## config.mk

```make
export PLATFORM = sky130hd
export DESIGN_NAME = bus_disconnect_detector
export DESIGN_NICKNAME = d
export VERILOG_FILES = /design/src/rtl/bdd_pkg.sv /design/src/rtl/bdd_sync.sv /design/src/rtl/bdd_msg_match.sv /design/src/rtl/bdd_free_timer.sv /design/src/rtl/bdd_ctrl.sv /design/src/rtl/bus_disconnect_detector.sv
export SDC_FILE = /design/constraint.sdc
export NUM_CORES = 1
export LEC_CHECK = 0
export BUFFER_PORTS_ARGS = -buffer_cell sky130_fd_sc_hd__buf_2
export CAP_MARGIN = 10
export CORE_AREA = 2 2 39 41
export CTS_BUF_LIST = sky130_fd_sc_hd__clkbuf_16
export CTS_CLUSTER_DIAMETER = 120
export DETAILED_ROUTE_END_ITERATION = 8
export DIE_AREA = 0 0 41 43
export GPL_TIMING_DRIVEN = 0
export PLACE_DENSITY_LB_ADDON = 0.05
export SETUP_SLACK_MARGIN = 0.02
export SLEW_MARGIN = 20
export SYNTH_ARGS = -nofsm -noshare
export SYNTH_HDL_FRONTEND = slang
export SYNTH_HIERARCHICAL = 1
export SYNTH_SLANG_ARGS = --single-unit
```

## constraint.sdc

```tcl
create_clock -name clk -period 2.86 [get_ports clk]
set_clock_uncertainty 0.2 [all_clocks]
set_input_delay 0.429 -clock clk [delete_from_list [all_inputs] [get_ports clk]]
set_output_delay 0.429 -clock clk [all_outputs]
set_load 0.1 [all_outputs]
```

## src/rtl/bdd_pkg.sv

```systemverilog
`timescale 1ns/1ps
package bdd_pkg;
   typedef enum logic [1:0] {
      ST_IDLE      = 2'd0,
      ST_WAIT_MSG  = 2'd1,
      ST_WAIT_FREE = 2'd2
   } bdd_state_e;

   // Cycles needed so that cycles * period >= window; never rounds down.
   function automatic int free_cycles(longint win_ns, longint clk_hz);
      longint prod;
      prod = win_ns * clk_hz;
      return int'((prod + 64'd999_999_999) / 64'd1_000_000_000);
   endfunction
endpackage

```

## src/rtl/bdd_sync.sv

```systemverilog
`timescale 1ns/1ps
module bdd_sync #(
   parameter int               WIDTH  = 2,
   parameter int               STAGES = 2,
   parameter logic [WIDTH-1:0] INIT   = '1
) (
   input  logic             clk,
   input  logic             rst_n,
   input  logic [WIDTH-1:0] d_i,
   output logic [WIDTH-1:0] q_o
);
   generate
      if (STAGES < 2) begin : g_bad_stages
         $error("bdd_sync: STAGES must be at least 2");
      end
   endgenerate

   logic [STAGES-1:0][WIDTH-1:0] chain_q;

   always_ff @(posedge clk or negedge rst_n) begin
      if (!rst_n) chain_q <= {STAGES{INIT}};
      else        chain_q <= {chain_q[STAGES-2:0], d_i};
   end

   assign q_o = chain_q[STAGES-1];
endmodule

```

## src/rtl/bdd_msg_match.sv

```systemverilog
`timescale 1ns/1ps
module bdd_msg_match #(
   parameter int                 MSG_W     = 8,
   parameter int                 NUM_CODES = 2,
   parameter logic [MSG_W-1:0]   CODES [NUM_CODES] = '{8'h00, 8'h04}
) (
   input  logic             vld_i,
   input  logic [MSG_W-1:0] byte_i,
   output logic             qual_o
);
   generate
      if (NUM_CODES < 1) begin : g_bad_codes
         $error("bdd_msg_match: NUM_CODES must be at least 1");
      end
   endgenerate

   logic [NUM_CODES-1:0] hit;

   genvar g;
   generate
      for (g = 0; g < NUM_CODES; g++) begin : g_cmp
         assign hit[g] = (byte_i == CODES[g]);
      end
   endgenerate

   assign qual_o = vld_i && (|hit);
endmodule

```

## src/rtl/bdd_free_timer.sv

```systemverilog
`timescale 1ns/1ps
module bdd_free_timer #(
   parameter int LIMIT = 50,
   parameter int CW    = $clog2(LIMIT + 1)
) (
   input  logic          clk,
   input  logic          rst_n,
   input  logic          run_i,
   input  logic          restart_i,
   output logic          expire_o,
   output logic [CW-1:0] cnt_o
);
   generate
      if (LIMIT < 1) begin : g_bad_limit
         $error("bdd_free_timer: LIMIT must be at least 1");
      end
   endgenerate

   localparam logic [CW-1:0] LAST = CW'(LIMIT - 1);

   logic [CW-1:0] cnt_q;

   assign expire_o = run_i && !restart_i && (cnt_q == LAST);

   always_ff @(posedge clk or negedge rst_n) begin
      if (!rst_n)                             cnt_q <= '0;
      else if (!run_i || restart_i || expire_o) cnt_q <= '0;
      else                                    cnt_q <= cnt_q + 1'b1;
   end

   assign cnt_o = cnt_q;
endmodule

```

## src/rtl/bdd_ctrl.sv

```systemverilog
`timescale 1ns/1ps
module bdd_ctrl
   import bdd_pkg::*;
(
   input  logic       clk,
   input  logic       rst_n,
   input  logic       start_i,
   input  logic       qual_i,
   input  logic       msg_vld_i,
   input  logic       expire_i,
   output bdd_state_e state_o,
   output logic       run_o,
   output logic       done_o,
   output logic       err_o
);
   bdd_state_e st_q, st_d;
   logic       done_d, err_d;

   always_comb begin
      st_d   = st_q;
      done_d = 1'b0;
      err_d  = 1'b0;
      unique case (st_q)
         ST_IDLE:      if (start_i) st_d = ST_WAIT_MSG;
         ST_WAIT_MSG:  if (qual_i)  st_d = ST_WAIT_FREE;
         ST_WAIT_FREE: begin
            if (msg_vld_i) begin
               err_d = 1'b1;
            end else if (expire_i) begin
               done_d = 1'b1;
               st_d   = ST_IDLE;
            end
         end
         default:      st_d = ST_IDLE;
      endcase
   end

   always_ff @(posedge clk or negedge rst_n) begin
      if (!rst_n) begin
         st_q   <= ST_IDLE;
         done_o <= 1'b0;
         err_o  <= 1'b0;
      end else begin
         st_q   <= st_d;
         done_o <= done_d;
         err_o  <= err_d;
      end
   end

   assign state_o = st_q;
   assign run_o   = (st_q == ST_WAIT_FREE);
endmodule

```

## src/rtl/bus_disconnect_detector.sv

```systemverilog
`timescale 1ns/1ps
module bus_disconnect_detector
   import bdd_pkg::*;
#(
   parameter int               CLK_FREQ_HZ   = 125_000_000,
   parameter int               BUS_FREE_NS   = 400,
   parameter int               SYNC_STAGES   = 2,
   parameter int               MSG_W         = 8,
   parameter logic [MSG_W-1:0] CMD_DONE_CODE = 8'h00,
   parameter logic [MSG_W-1:0] DISC_CODE     = 8'h04
) (
   input  logic             clk,
   input  logic             rst_n,
   input  logic             start_i,
   input  logic             bsy_n_i,
   input  logic             sel_n_i,
   input  logic             msg_vld_i,
   input  logic [MSG_W-1:0] msg_byte_i,
   output logic             done_o,
   output logic             proto_err_o
);
   localparam int FREE_CYC = free_cycles(longint'(BUS_FREE_NS), longint'(CLK_FREQ_HZ));
   localparam int CNT_W    = $clog2(FREE_CYC + 1);
   localparam logic [MSG_W-1:0] CODES [2] = '{CMD_DONE_CODE, DISC_CODE};

   generate
      if (CLK_FREQ_HZ < 1 || BUS_FREE_NS < 1) begin : g_bad_time
         $error("bus_disconnect_detector: clock and window must be positive");
      end
      if (MSG_W < 1) begin : g_bad_msg
         $error("bus_disconnect_detector: MSG_W must be positive");
      end
   endgenerate

   logic [1:0]       bus_s;
   logic             bus_free;
   logic             qual;
   logic             run;
   logic             restart;
   logic             expire;
   logic [CNT_W-1:0] cnt;
   bdd_state_e       st;

   bdd_sync #(.WIDTH(2), .STAGES(SYNC_STAGES), .INIT(2'b11)) u_sync (
      .clk(clk), .rst_n(rst_n), .d_i({bsy_n_i, sel_n_i}), .q_o(bus_s)
   );

   assign bus_free = &bus_s;
   assign restart  = !bus_free || msg_vld_i;

   bdd_msg_match #(.MSG_W(MSG_W), .NUM_CODES(2), .CODES(CODES)) u_match (
      .vld_i(msg_vld_i), .byte_i(msg_byte_i), .qual_o(qual)
   );

   bdd_free_timer #(.LIMIT(FREE_CYC), .CW(CNT_W)) u_timer (
      .clk(clk), .rst_n(rst_n), .run_i(run), .restart_i(restart),
      .expire_o(expire), .cnt_o(cnt)
   );

   bdd_ctrl u_ctrl (
      .clk(clk), .rst_n(rst_n), .start_i(start_i), .qual_i(qual),
      .msg_vld_i(msg_vld_i), .expire_i(expire), .state_o(st),
      .run_o(run), .done_o(done_o), .err_o(proto_err_o)
   );
endmodule

```

* After elaboration in Yosys (flattened, before gate mapping) *
Cells that the tools add are included.
W data, S select, Z words.

cells by class
  add/subtract/negate cells = 1
  multiplexer cells = 11
  equal/unequal tests = 8
  reductions and logical operators = 14

operator list
  kind                   count
  $eq A8 B3 Y1 const B   1
  $logic_not A8 Y1       1
  $mux W2                4
  $ne A2 B2 Y1 const B   4
  $add A6 B1 Y6 const B  1
  $eq A6 B6 Y1 const B   1
  $mux W6                1
  $pmux W2 S3            1
  $mux W1                5
  $reduce_and A4 Y1      1
  $logic_and A1 B1 Y1    3
  $logic_not A1 Y1       3
  $logic_or A1 B1 Y1     3
  $eq A2 B1 Y1 const B   1
  $eq A2 B2 Y1 const B   1
  $logic_not A2 Y1       1
  $reduce_and A2 Y1      1
  $reduce_or A2 Y1       1

word-level totals
  input bits = 14
  bits in registers = 14
  word-level logic and storage cells = 40
  output and inout bits = 2

* Depth between registers and ports, before layout *
Gate-level depths: netlist (run 1).

  word-level depth = 9
  mapped depth = 6
  mapped depth without buffers = 6

* By module *
Netlist (run 1), hierarchy kept.

modules (own cells, without submodules)
  module                   sequential area each (um^2)  times used  area each (um^2)  cells each
  bdd_free_timer           150.1                        1           297.8             28
  bdd_ctrl                 100.1                        1           161.4             13
  bdd_sync                 105.1                        1           120.1             6
  bdd_msg_match            0.0                          1           20.0              3
  bus_disconnect_detector  0.0                          1           7.5               1

* Worst setup path before layout (run 1) *
OpenSTA, ideal clock, no wires.

  path kind = flip-flop to flip-flop
  start = register u_sync.chain_q (netlist bit u_sync/q_o[1])
  end = register u_ctrl.st_q[1], in the netlist u_ctrl/state_o[1]
  slack = 1291 ps
  data required time = 2539 ps
  arrival time = 1248 ps
  period minus slack after synthesis = 1569 ps
  cell stages (with the launch flop) = 6
  library setup time = 121 ps
  cells stage by stage = dfstp_2 -> buf_4 -> nand3b_1 -> nor4b_1 -> nand2b_1 -> a22o_1

on the way
  cells in the longest elaborated chain, start to end = 8

RTL lines
  item                                line                           source
  start: declaration                  bdd_sync.sv:18                 logic [STAGES-1:0][WIDTH-1:0] chain_q;
  start signal: assignment            bdd_sync.sv:21                 if (!rst_n) chain_q <= {STAGES{INIT}};
  start signal: assignment            bdd_sync.sv:22                 else chain_q <= {chain_q[STAGES-2:0], d_i};
  $reduce_and A2 Y1                   bus_disconnect_detector.sv:48  assign bus_free = &bus_s;
  $logic_not A1 Y1                    bus_disconnect_detector.sv:49  assign restart = !bus_free || msg_vld_i;
  $logic_or A1 B1 Y1                  bus_disconnect_detector.sv:49
  named net restart                   bus_disconnect_detector.sv:39  logic restart;
  $logic_not A1 Y1                    bdd_free_timer.sv:23           assign expire_o = run_i && !restart_i && (cnt_q == LAST);
  $logic_and A1 B1 Y1 (2 in series)   bdd_free_timer.sv:23
  named net expire                    bus_disconnect_detector.sv:40  logic expire;
  $ne A2 B2 Y1 (no source line)       --
  $reduce_and A4 Y1 (no source line)  --
  end signal: assignment              bdd_ctrl.sv:44                 st_q <= st_d;
  end: declaration                    bdd_ctrl.sv:16                 bdd_state_e st_q, st_d;

The timed path passes the listed nets, and every way through them passes these cells.
A chain may end at the register's enable or synchronous reset.

* Final worst setup path (run 1) *
  start = register u_timer.cnt_q[1], in the netlist u_timer/cnt_o[1]
  end = register u_ctrl.st_q[1], in the netlist u_ctrl/state_o[1]

on the way
  cells in the longest elaborated chain, start to end = 4

RTL lines
  item                                line                           source
  start: declaration                  bdd_free_timer.sv:21           logic [CW-1:0] cnt_q;
  start signal: assignment            bdd_free_timer.sv:28           else cnt_q <= cnt_q + 1'b1;
  $eq A6 B6 Y1                        bdd_free_timer.sv:23
  $logic_and A1 B1 Y1                 bdd_free_timer.sv:23
  named net expire                    bus_disconnect_detector.sv:40
  $ne A2 B2 Y1 (no source line)       --
  $reduce_and A4 Y1 (no source line)  --

The timed path passes the listed nets, and every way through them passes these cells.

==> impl_metrics.toml, run 1 <==
[timing]
max_slew.worst_pin.slew_ns = 0.4787
timing.setup.tns_ns = 0
setup_violations = 0
finalWorstSetupSlack_ns = 1.181
period_share_pct = 58.71
hold_viol = 0
rsz0062_at_grt = "no"
slew-limit-headroom_pct = 67.87
hold_slack_ns = 0.09118
period_needed_ns = 1.679
slew_viol_final = 0
fmaxAchievable_ghz = 0.5956

[critical_path]
arrival_ns = 1.60
cp_max_fo = 3
required_ns = 2.78
startpoint_type = "register"
path_class = "register to register"
crit_path_end_kind = "register"

[floorplan]
core_area_sq_um = 1384
pin_count = 16
die_height_um = 43
die_area_sq_um = 1763
initial_core_util_pct = 43.85
fp-row-count = 14
die_w_um = 41

[global_routing]
grt_max_degree = 15
grt_pass1_wl_mm = 1.787
grt_use_total_pct = 15.20
overflow = 0
antenna_found_initial = 0
grt_pass1_vias = 431

[job]
maxCapViolCount = 0

[place]
dpl_cell_area_sq_um = 696.9
dp_slack_ns = 1.187
port-buffer-count = 14
dp_hpwl_um = 693
routabilityCongestion = 0.6987

[final_layout]
diodes = 0
areaGrowthSynthToFinish_pct = 29.48
seq_area_sq_um = 355.3
utilization_pct = 56.78
final_area_sq_um = 785.8
layout.nets = 87
drive_gt1_share_pct = 37.14
num-fill-cells = 113
multi_input_area_sq_um = 229.0

[outcome]
status = "finished clean"

[drt]
drtIter0Drc = 5
routed_wl_um = 963
vias = 398
viasPerCell = 4.628
postRouteAntennaNets = 0
drt-pass1-iter-count = 4
wire_per_inst_um = 11.20
route.detailed.drc = 0

[logic_synthesis]
synth_fp_nets = 67
synthesis.area_sq_um = 606.8
syn_area_per_cell_sq_um = 11.90
synthMuxAreaShare_pct = 0
ys_ff_latch = 14
ys_warn_count = 6
yosysSeqAreaShare_pct = 58.56
synth_compound_area_share_pct = 5.361
synth.distinct_cells = 27
synthCells = 51
synth_fa_ha_area_share_pct = 4.124
synth-simple-area-share_pct = 23.92
synth-xor-area-share_pct = 4.330
synth_top_family_by_area = "simple AND/OR/NAND/NOR gates"

[pwr]
cellPowerDensity_nw_per_um2 = 636.7
p_sw_uw = 92.32
p_sw_share_pct = 18.45
internal-power_uw = 408.0
pwr-share-seq_pct = 43.7
ir_drop_uv = 540.7
power_frac_comb_pct = 5.1
p_leak_uw = 0.0003566
clockPowerShare_pct = 51.2

[clock_network]
cts-root-buf = "clkbuf_16"
insertion_delay_ns = 0.24
clkTransAtPathRegs_ns = 0.04
clk_path_buf_depth = 2
cts_setup_buffers = 0
numCtsBuffers = 3
cts_tree = "built"
htree_levels = 1
cts.sinks = 14

[hold_path]
hold_path_class = "input pin to register"
[cell usage after synthesis, drive strengths merged]
library cell	instances	share of area, %
dfrtp	10	41
nor2	6	3.7
dfstp	4	17
nand2b	3	3.1
nor2b	3	3.5
a21oi	2	2.3
buf	2	2.5
ha	2	4.1
inv	2	1.2
nand3	2	2.5
o21ai	2	1.6
xnor2	2	2.9
a22o	1	1.4
and2	1	1.0
and4b	1	1.6
nand2	1	0.62
nand3b	1	1.2
nand4bb	1	1.9
nor3b	1	1.2
nor4	1	1.0
nor4b	1	1.4
or3	1	1.0
xor2	1	1.4
[stage by stage]
step / instances / power, uW
2_1_floorplan: 51 / 230.1
3_3_place_gp: 81 / 244.5
3_5_place_dp: 81 / 247.3
4_1_cts: 86 / 509.2
5_1_grt: 86 / 526.0
6_report: 86 / 500.3
[metal layers]
layer  vias to the layer above  GRT usage, %  routed length (um)
met1                       182         18.98                 461
met2                         9         22.50                 448
met4                         0         6.000                   0
met3                         0         6.283                  52
li1                        207             -                   -
met5                         -             0                   0
[state kept, by name (all words and copies together), names as in the netlist]
name	count
u_sync/chain_q	2
u_ctrl/state_o	2
u_timer/cnt_o	6
u_sync/q_o	2
u_ctrl/err_o	1
u_ctrl/done_o	1
[path summary, 6_finish.rpt]
check / slack, ns / from / to / cells past startpoint
max: 1.18 / u_timer/cnt_o[1]$_DFF_PN0_ / u_ctrl/state_o[1]$_DFFE_PN0P_ / 6
min in group asynchronous: 0.41 / rst_n / u_timer/cnt_o[4]$_DFF_PN0_ / 2
max in group asynchronous: 1.77 / rst_n / u_sync/chain_q[1]$_DFF_PN1_ / 2
max reg2reg: 1.18 / u_timer/cnt_o[1]$_DFF_PN0_ / u_ctrl/state_o[1]$_DFFE_PN0P_ / 6
min reg2reg: 0.15 / u_sync/chain_q[0]$_DFF_PN1_ / u_sync/q_o[0]$_DFF_PN1_ / 0
min: 0.09 / sel_n_i / u_sync/chain_q[0]$_DFF_PN1_ / 1
[cell usage in the layout (no fill, tap or decap)]
| master | n |
|---|---|
| a21oi_1 | 1 |
| a21oi_2 | 1 |
| a22o_1 | 1 |
| and2_1 | 1 |
| and4b_1 | 1 |
| buf_2 | 14 |
| buf_4 | 2 |
| clkbuf_16 | 3 |
| dfrtp_1 | 10 |
| dfstp_2 | 4 |
| dlygate4sd3_1 | 1 |
| ha_1 | 2 |
| inv_1 | 3 |
| nand2_1 | 1 |
| nand2b_1 | 3 |
| nand3_1 | 1 |
| nand3_2 | 1 |
| nand3b_1 | 1 |
| nand4bb_1 | 1 |
| nor2_1 | 6 |
| nor2b_1 | 2 |
| nor2b_2 | 1 |
| nor3b_1 | 1 |
| nor4_1 | 1 |
| nor4b_1 | 1 |
| o21ai_0 | 1 |
| o21ai_1 | 1 |
| or3_1 | 1 |
| xnor2_1 | 2 |
| xor2_1 | 1 |
[power groups by stage]
stage	clock network (uW)	registers [uW]	logic (uW)
CTS	264	219	26.3
global route	276	220	30.2
global placement	0	221	23.5
floorplan	0	219	11.2
detailed placement	0	222	25.3
finish	256	219	25.5
[cells by family (layout without fill, tap and decap cells)]
logic type	after synthesis	count (layout)
and+or+nand+nor	23	23
DFF	14	14
AOI/OAI and AO/OA	5	5
buffers and inverters	4	23
xor gates and xnor gates	3	3
adders and majority gates	2	2
[repair_timing]
| action | CTS | global route |
|---|---|---|
| hold buffers | 1 | 0 |
| endpoints found under the hold margin | 10 | 0 |
| resized for setup | 0 | 0 |
[cell type report]
| class | instances | share of cell area (%) |
|---|---|---|
| Timing Repair Buffer | 15 | 10.19 |
| Inverter | 2 | 0.9554 |
| Buffer | 2 | 1.911 |
| Clock buffer | 3 | 9.554 |
| Clock inverter | 1 | 0.4777 |
| Sequential cell | 14 | 45.22 |
| Multi-Input combinational cell | 33 | 29.14 |
| Tap cell | 16 | 2.548 |
[critical path: stages, from the launching register on]
cell,delay (ns)
dfrtp_1,0.39
inv_1,0.06
ha_1,0.14
nand4bb_1,0.15
nor4b_1,0.27
nand2b_1,0.11
a22o_1,0.23
Note: power is estimated with default switching activity, not from simulation.
==> run 2: changes to the inputs <==
--- a/config.mk
+++ b/config.mk
@@ -5,13 +5,14 @@
 export SDC_FILE = /design/constraint.sdc
 export NUM_CORES = 1
 export LEC_CHECK = 0
+export ABC_AREA = 1
 export BUFFER_PORTS_ARGS = -buffer_cell sky130_fd_sc_hd__buf_2
 export CAP_MARGIN = 10
-export CORE_AREA = 2 2 39 41
+export CORE_MARGIN = 1
+export CORE_UTILIZATION = 45
 export CTS_BUF_LIST = sky130_fd_sc_hd__clkbuf_16
 export CTS_CLUSTER_DIAMETER = 120
 export DETAILED_ROUTE_END_ITERATION = 8
-export DIE_AREA = 0 0 41 43
 export GPL_TIMING_DRIVEN = 0
 export PLACE_DENSITY_LB_ADDON = 0.05
 export SETUP_SLACK_MARGIN = 0.02
==> constraint.sdc (replaced) <==
create_clock -name clk -period 1.4 [get_ports clk]
set_clock_uncertainty 0.2 [all_clocks]
set_input_delay 0.21 -clock clk [delete_from_list [all_inputs] [get_ports clk]]
set_output_delay 0.21 -clock clk [all_outputs]
set_load 0.1 [all_outputs]
==> impl_metrics.toml, run 2 <==
[outcome]
status = "finished with violations"
violations = "negative hold slack, negative setup slack"

[critical_path]
path_cells = "inv_2, ha_4, nand4_4, nor3_2, inv_1, o21ai_2, nand3_1, nand2_1"
startpoint_type = "register"
path_class = "register to register"
crit_path_end_kind = "register"
worstReg2RegEnd = "u_ctrl/state_o[0]$_DFFE_PN0P_"
arrival_ns = 1.40
cp_slowest_stage_delay_ns = 0.38
rr_worst_depth = 8
slowest_stage = "dfrtp_1"
reg2reg_from = "u_timer/cnt_o[1]$_DFF_PN0_"
required_ns = 1.38
reg2reg_setup_slack_ns = -0.02
cp_max_fo = 2

[global_routing]
antenna_found_initial = 0
grt.met3_usage_pct = 8.152
grt_max_degree = 15
grt_pass1_wl_mm = 1.642
grtUsageMet2_pct = 25.00
grt_use_total_pct = 16.61
use_met1_pct = 18.69
grt_pass1_vias = 422
top_usage_layer = "met2"
overflow = 0

[logic_synthesis]
async_flop_share_pct = 100.0
synth_top_area_cell = "dfrtp_1"
synthTopCellsByArea = "dfrtp_1, dfstp_2, nor2_1"
ys_warn_count = 6
yosysSeqAreaShare_pct = 51.92
ys_ff_latch = 14
synth-edff-count = 0
synth_flop_cell = "dfrtp_1"
synth.distinct_cells = 21
synthCells = 77
synthTopCellsByCount = "nor2_1, inv_1, nand2_1"
synth_most_common_cell = "nor2_1"
synthesis.area_sq_um = 684.4
synth.top_cell.area_share_pct = 36.56
synth_fp_nets = 93
syn_area_per_cell_sq_um = 8.888

[floorplan]
core_area_sq_um = 1350
fp-row-count = 13
die_w_um = 41
initial_core_util_pct = 50.70
die_height_um = 41
pin_count = 16
die_area_sq_um = 1681

[timing]
setup_violations = 3
period_share_pct = 101.6
rsz0062_at_grt = "yes"
slew-limit-headroom_pct = 80.42
timing.setup.tns_ns = -0.04691
finalWorstSetupSlack_ns = -0.02279
hold_viol = 1
fmaxAchievable_ghz = 0.7028
max_slew.worst_pin.slew_ns = 0.2936
period_needed_ns = 1.423
hold_slack_ns = -0.001606
slew_viol_final = 0

[job]
maxCapViolCount = 0

[drt]
drtIter0Drc = 4
vias = 544
viasPerCell = 4.610
drt-pass1-iter-count = 2
routed_wl_mm = 1.234
postRouteAntennaNets = 0
wire_per_inst_um = 10.46
route.detailed.drc = 0

[final_layout]
drive_gt1_share_pct = 46.60
final_cell_count_no_fill = 118
diodes = 0
num-fill-cells = 86
final_common_cell = "nor2_1"
layout.nets = 120
layout_common_cells = "nor2_1, buf_2, inv_1, nand2_1, dfrtp_1"
largest_register_ffs = 6
multi_input_area_sq_um = 316.6
seq_area_sq_um = 357.8
areaGrowthSynthToFinish_pct = 44.61

[clock_network]
htree_levels = 1
cts-root-buf = "clkbuf_16"
clkTransAtPathRegs_ns = 0.05
cts_tree = "built"
clk_path_buf_depth = 2
insertion_delay_ns = 0.24
numCtsBuffers = 3
cts.sinks = 14

[pwr]
ir_drop_uv = 715.4
p_leak_uw = 0.0004692
cellPowerDensity_nw_per_um2 = 1034

[place]
routabilityCongestion = 0.7072
port-buffer-count = 14
dp_slack_ns = -0.1484
place_inst = 106

[hold_path]
worstHoldStart = "msg_vld_i"
hold_path_class = "input pin to register"
min_to = "u_ctrl/done_o$_DFF_PN0_"
whs_path_depth = 2
run 2: stage by stage:
stage               area (sq um)  hold WS (ns)  util, %  power, uW
floorplan                  684.4       -0.2856        -      456.1
global placement           773.2      -0.08877    57.28      484.6
detailed placement         773.2      -0.08939    57.28      485.5
CTS                        910.9     0.0003374    67.47       1030
global route               989.7       0.02121    73.31       1061
finish                     989.7     -0.001606    73.31       1023
run 2: worst max-delay path: cells and delay by family (launching register included):
family,cells,cell delay [ns]
DFF,1,0.38
AOI/OAI and AO/OA,1,0.13
adders and majority gates,1,0.12
buffers and inverters,2,0.15
and+or+nand+nor,4,0.37
run 2: kinds of logic (layout without fill, tap and decap cells):
kind of cell | count (synthesis) | in the layout | synth area share, %
fa+ha+maj | 2 | 2 | 3.656
flops | 14 | 14 | 51.92
xor+xnor | 2 | 2 | 2.560
buf+inv | 17 | 43 | 10.42
simple gates | 39 | 39 | 27.79
compound gates | 3 | 3 | 3.656
run 2: timing repair:
action / CTS / global route
endpoints found under the setup margin: 4 / 9
pin swaps: 1 / 2
resized for setup: 4 / 13
hold buffers: 3 / 0
buffers inserted: 4 / 3
hold endpoints to repair: 16 / 0
run 2: layout make-up:
class                   instances  share of cell area, %
clock buffers                   3                  7.585
clock inverters                 1                 0.3793
multi-input cells              46                  31.98
repair buffers                 24                  16.31
inverters                      15                  5.689
flip-flops and latches         14                  36.16
well taps                      15                  1.896
run 2: worst max path at each step:
stage / startpoint / endpoint / slack, ns / depth (start not counted)
floorplan: u_timer/cnt_o[1]$_DFF_PN0_ / u_ctrl/state_o[0]$_DFFE_PN0P_ / -0.02 / 8
global placement: u_timer/cnt_o[1]$_DFF_PN0_ / u_ctrl/state_o[0]$_DFFE_PN0P_ / -0.11 / 8
detailed placement: u_timer/cnt_o[1]$_DFF_PN0_ / u_ctrl/state_o[0]$_DFFE_PN0P_ / -0.15 / 8
CTS: u_timer/cnt_o[1]$_DFF_PN0_ / u_ctrl/state_o[0]$_DFFE_PN0P_ / -0.05 / 8
global route: u_timer/cnt_o[2]$_DFF_PN0_ / u_ctrl/state_o[0]$_DFFE_PN0P_ / -0.12 / 7
finish: u_timer/cnt_o[1]$_DFF_PN0_ / u_ctrl/state_o[0]$_DFFE_PN0P_ / -0.02 / 8
run 2: power by group:
group / switching, uW / leakage, uW / internal, uW / total (uW)
combinational: 38.1 / 0.000260 / 29.6 / 67.7
sequential: 3.61 / 0.000170 / 419 / 423
clock: 156 / 0.0000385 / 377 / 532
run 2: per-layer routing:
layer | part of all wire (%) | up-vias
li1 | - | 286
met1 | 44 | 243
met2 | 49 | 13
met3 | 5.3 | 2
met4 | 0.97 | 0
met5 | 0 | -
==> run 3: changes to the inputs <==
--- a/config.mk
+++ b/config.mk
@@ -5,14 +5,14 @@
 export SDC_FILE = /design/constraint.sdc
 export NUM_CORES = 1
 export LEC_CHECK = 0
-export ABC_AREA = 1
+export ABC_AREA = 0
 export BUFFER_PORTS_ARGS = -buffer_cell sky130_fd_sc_hd__buf_2
 export CAP_MARGIN = 10
-export CORE_MARGIN = 1
-export CORE_UTILIZATION = 45
+export CORE_AREA = 2 2 39 41
 export CTS_BUF_LIST = sky130_fd_sc_hd__clkbuf_16
-export CTS_CLUSTER_DIAMETER = 120
+export CTS_CLUSTER_DIAMETER = 60
 export DETAILED_ROUTE_END_ITERATION = 8
+export DIE_AREA = 0 0 41 43
 export GPL_TIMING_DRIVEN = 0
 export PLACE_DENSITY_LB_ADDON = 0.05
 export SETUP_SLACK_MARGIN = 0.02
==> constraint.sdc (replaced) <==
create_clock -name clk -period 1.75 [get_ports clk]
set_clock_uncertainty 0.2 [all_clocks]
set_input_delay 0.2625 -clock clk [delete_from_list [all_inputs] [get_ports clk]]
set_output_delay 0.2625 -clock clk [all_outputs]
set_load 0.1 [all_outputs]
==> impl_metrics.toml, run 3 (synthesis gave the netlist of run 1 again) <==
[hold_path]
hold_path_class = "input pin to register"

[drt]
viasPerCell = 4.568
vias = 402
routed_wl_um = 968
postRouteAntennaNets = 0
wire_per_inst_um = 11.00
route.detailed.drc = 0
drtIter0Drc = 2
drt-pass1-iter-count = 4

[final_layout]
final_area_sq_um = 815.8
largest_register_ffs = 6
final_common_cell = "buf_2"
diodes = 0
layout.nets = 89
areaGrowthSynthToFinish_pct = 34.43
drive_gt1_share_pct = 38.89
layout_common_cells = "buf_2, dfrtp_1, nor2_1"
final_cell_count_no_fill = 88

[clock_network]
cts.sinks = 14
clk_path_buf_depth = 2
numCtsBuffers = 3
clkTransAtPathRegs_ns = 0.04
cts_tree = "built"
cts-root-buf = "clkbuf_16"
htree_levels = 1
insertion_delay_ns = 0.24

[timing]
period_needed_ns = 1.652
max_slew.worst_pin.slew_ns = 0.4869
slew_viol_final = 0
timing.setup.tns_ns = 0
slew-limit-headroom_pct = 67.76
period_share_pct = 94.38
setup_violations = 0
finalWorstSetupSlack_ns = 0.09835
hold_viol = 0
fmaxAchievable_ghz = 0.6055
rsz0062_at_grt = "yes"

[critical_path]
crit_path_end_kind = "register"
reg2reg_setup_slack_ns = 0.1
startpoint_type = "register"
cp_max_fo = 3
arrival_ns = 1.57
path_class = "register to register"
required_ns = 1.67

[place]
routabilityCongestion = 0.6987
place_inst = 81
dp_hpwl_um = 693
port-buffer-count = 14
dp_slack_ns = 0.1141
dpl_cell_area_sq_um = 696.9

[floorplan]
core_area_sq_um = 1384
fp-row-count = 14
die_w_um = 41
initial_core_util_pct = 43.85
die_area_sq_um = 1763
die_height_um = 43
pin_count = 16

[job]
maxCapViolCount = 0

[pwr]
cellPowerDensity_nw_per_um2 = 1007
p_leak_uw = 0.0003654
ir_drop_uv = 852.5

[global_routing]
overflow = 0
grt_pass1_vias = 431
grt_use_total_pct = 15.20
grt_max_degree = 15
antenna_found_initial = 0
grt_pass1_wl_mm = 1.787

[outcome]
status = "finished clean"
==> run 3: cell types whose count changed in the layout (fill, tap and decap cells not counted), sizes merged, moves of 2 or more <==
cell	before	now
a21oi	0	2
buf	20	16
inv	15	3
nand2	12	1
nand2b	0	3
nand3	6	2
nand4	2	0
nor2	17	6
nor2b	0	3
nor3	2	0
==> run 3: repair_timing <==
action                                  CTS  global route
endpoints found under the setup margin    0             6
gates resized for setup                   0             2
hold endpoints to repair                 16             0
buffers inserted                          0             0
hold buffers                              3             0
==> run 3: path summary, 6_finish.rpt <==
kind	start	endpoint	depth (start not counted)
min	msg_vld_i	u_ctrl/err_o$_DFF_PN0_	2
max in group asynchronous	rst_n	u_sync/chain_q[1]$_DFF_PN1_	2
max reg2reg	u_timer/cnt_o[1]$_DFF_PN0_	u_ctrl/state_o[1]$_DFFE_PN0P_	6
min reg2reg	u_sync/chain_q[0]$_DFF_PN1_	u_sync/q_o[0]$_DFF_PN1_	0
max	u_timer/cnt_o[1]$_DFF_PN0_	u_ctrl/state_o[1]$_DFFE_PN0P_	6
min in group asynchronous	rst_n	u_timer/cnt_o[4]$_DFF_PN0_	2
==> run 3: power breakdown <==
group / switching (uW) / internal (uW) / total (uW)
clock network: 118 / 301 / 418
registers: 15.5 / 342 / 358
logic: 18.5 / 26.7 / 45.2
==> run 3: metrics by stage <==
stage	utilization (%)	total power, uW	hold slack, ns
3_3_place_gp	50.36	399.5	-0.03124
2_1_floorplan	-	376.1	-0.2331
3_5_place_dp	50.36	404.2	-0.03001
4_1_cts	58.23	835.5	0.08895
6_report	58.95	821.5	0.08359
5_1_grt	58.95	863.3	0.1037
==> run 3: per-layer routing <==
metal	track usage, %	wire, um	part of all wire, %
met1	18.98	469	48
met2	22.50	446	46
met3	6.283	52	5.4
met4	6.000	0	0
met5	0	0	0
==> run 3: critical path, cell delays in order (launching register included) <==
cell,delay [ns]
dfrtp_1,0.39
inv_1,0.06
ha_1,0.14
nand4bb_1,0.17
nor4b_2,0.24
nand2b_1,0.10
a22o_1,0.23
==> run 3: area by class of cell <==
cell class / count / area [sq um]
fill: 109 / 568.0
sequential: 14 / 355.3
multi-input combinational: 33 / 239.0
timing repair buffer: 17 / 100.1
clock buffer: 3 / 75.07
tap: 16 / 20.02
buffer: 2 / 15.01
inverter: 2 / 7.507
clock inverter: 1 / 3.754
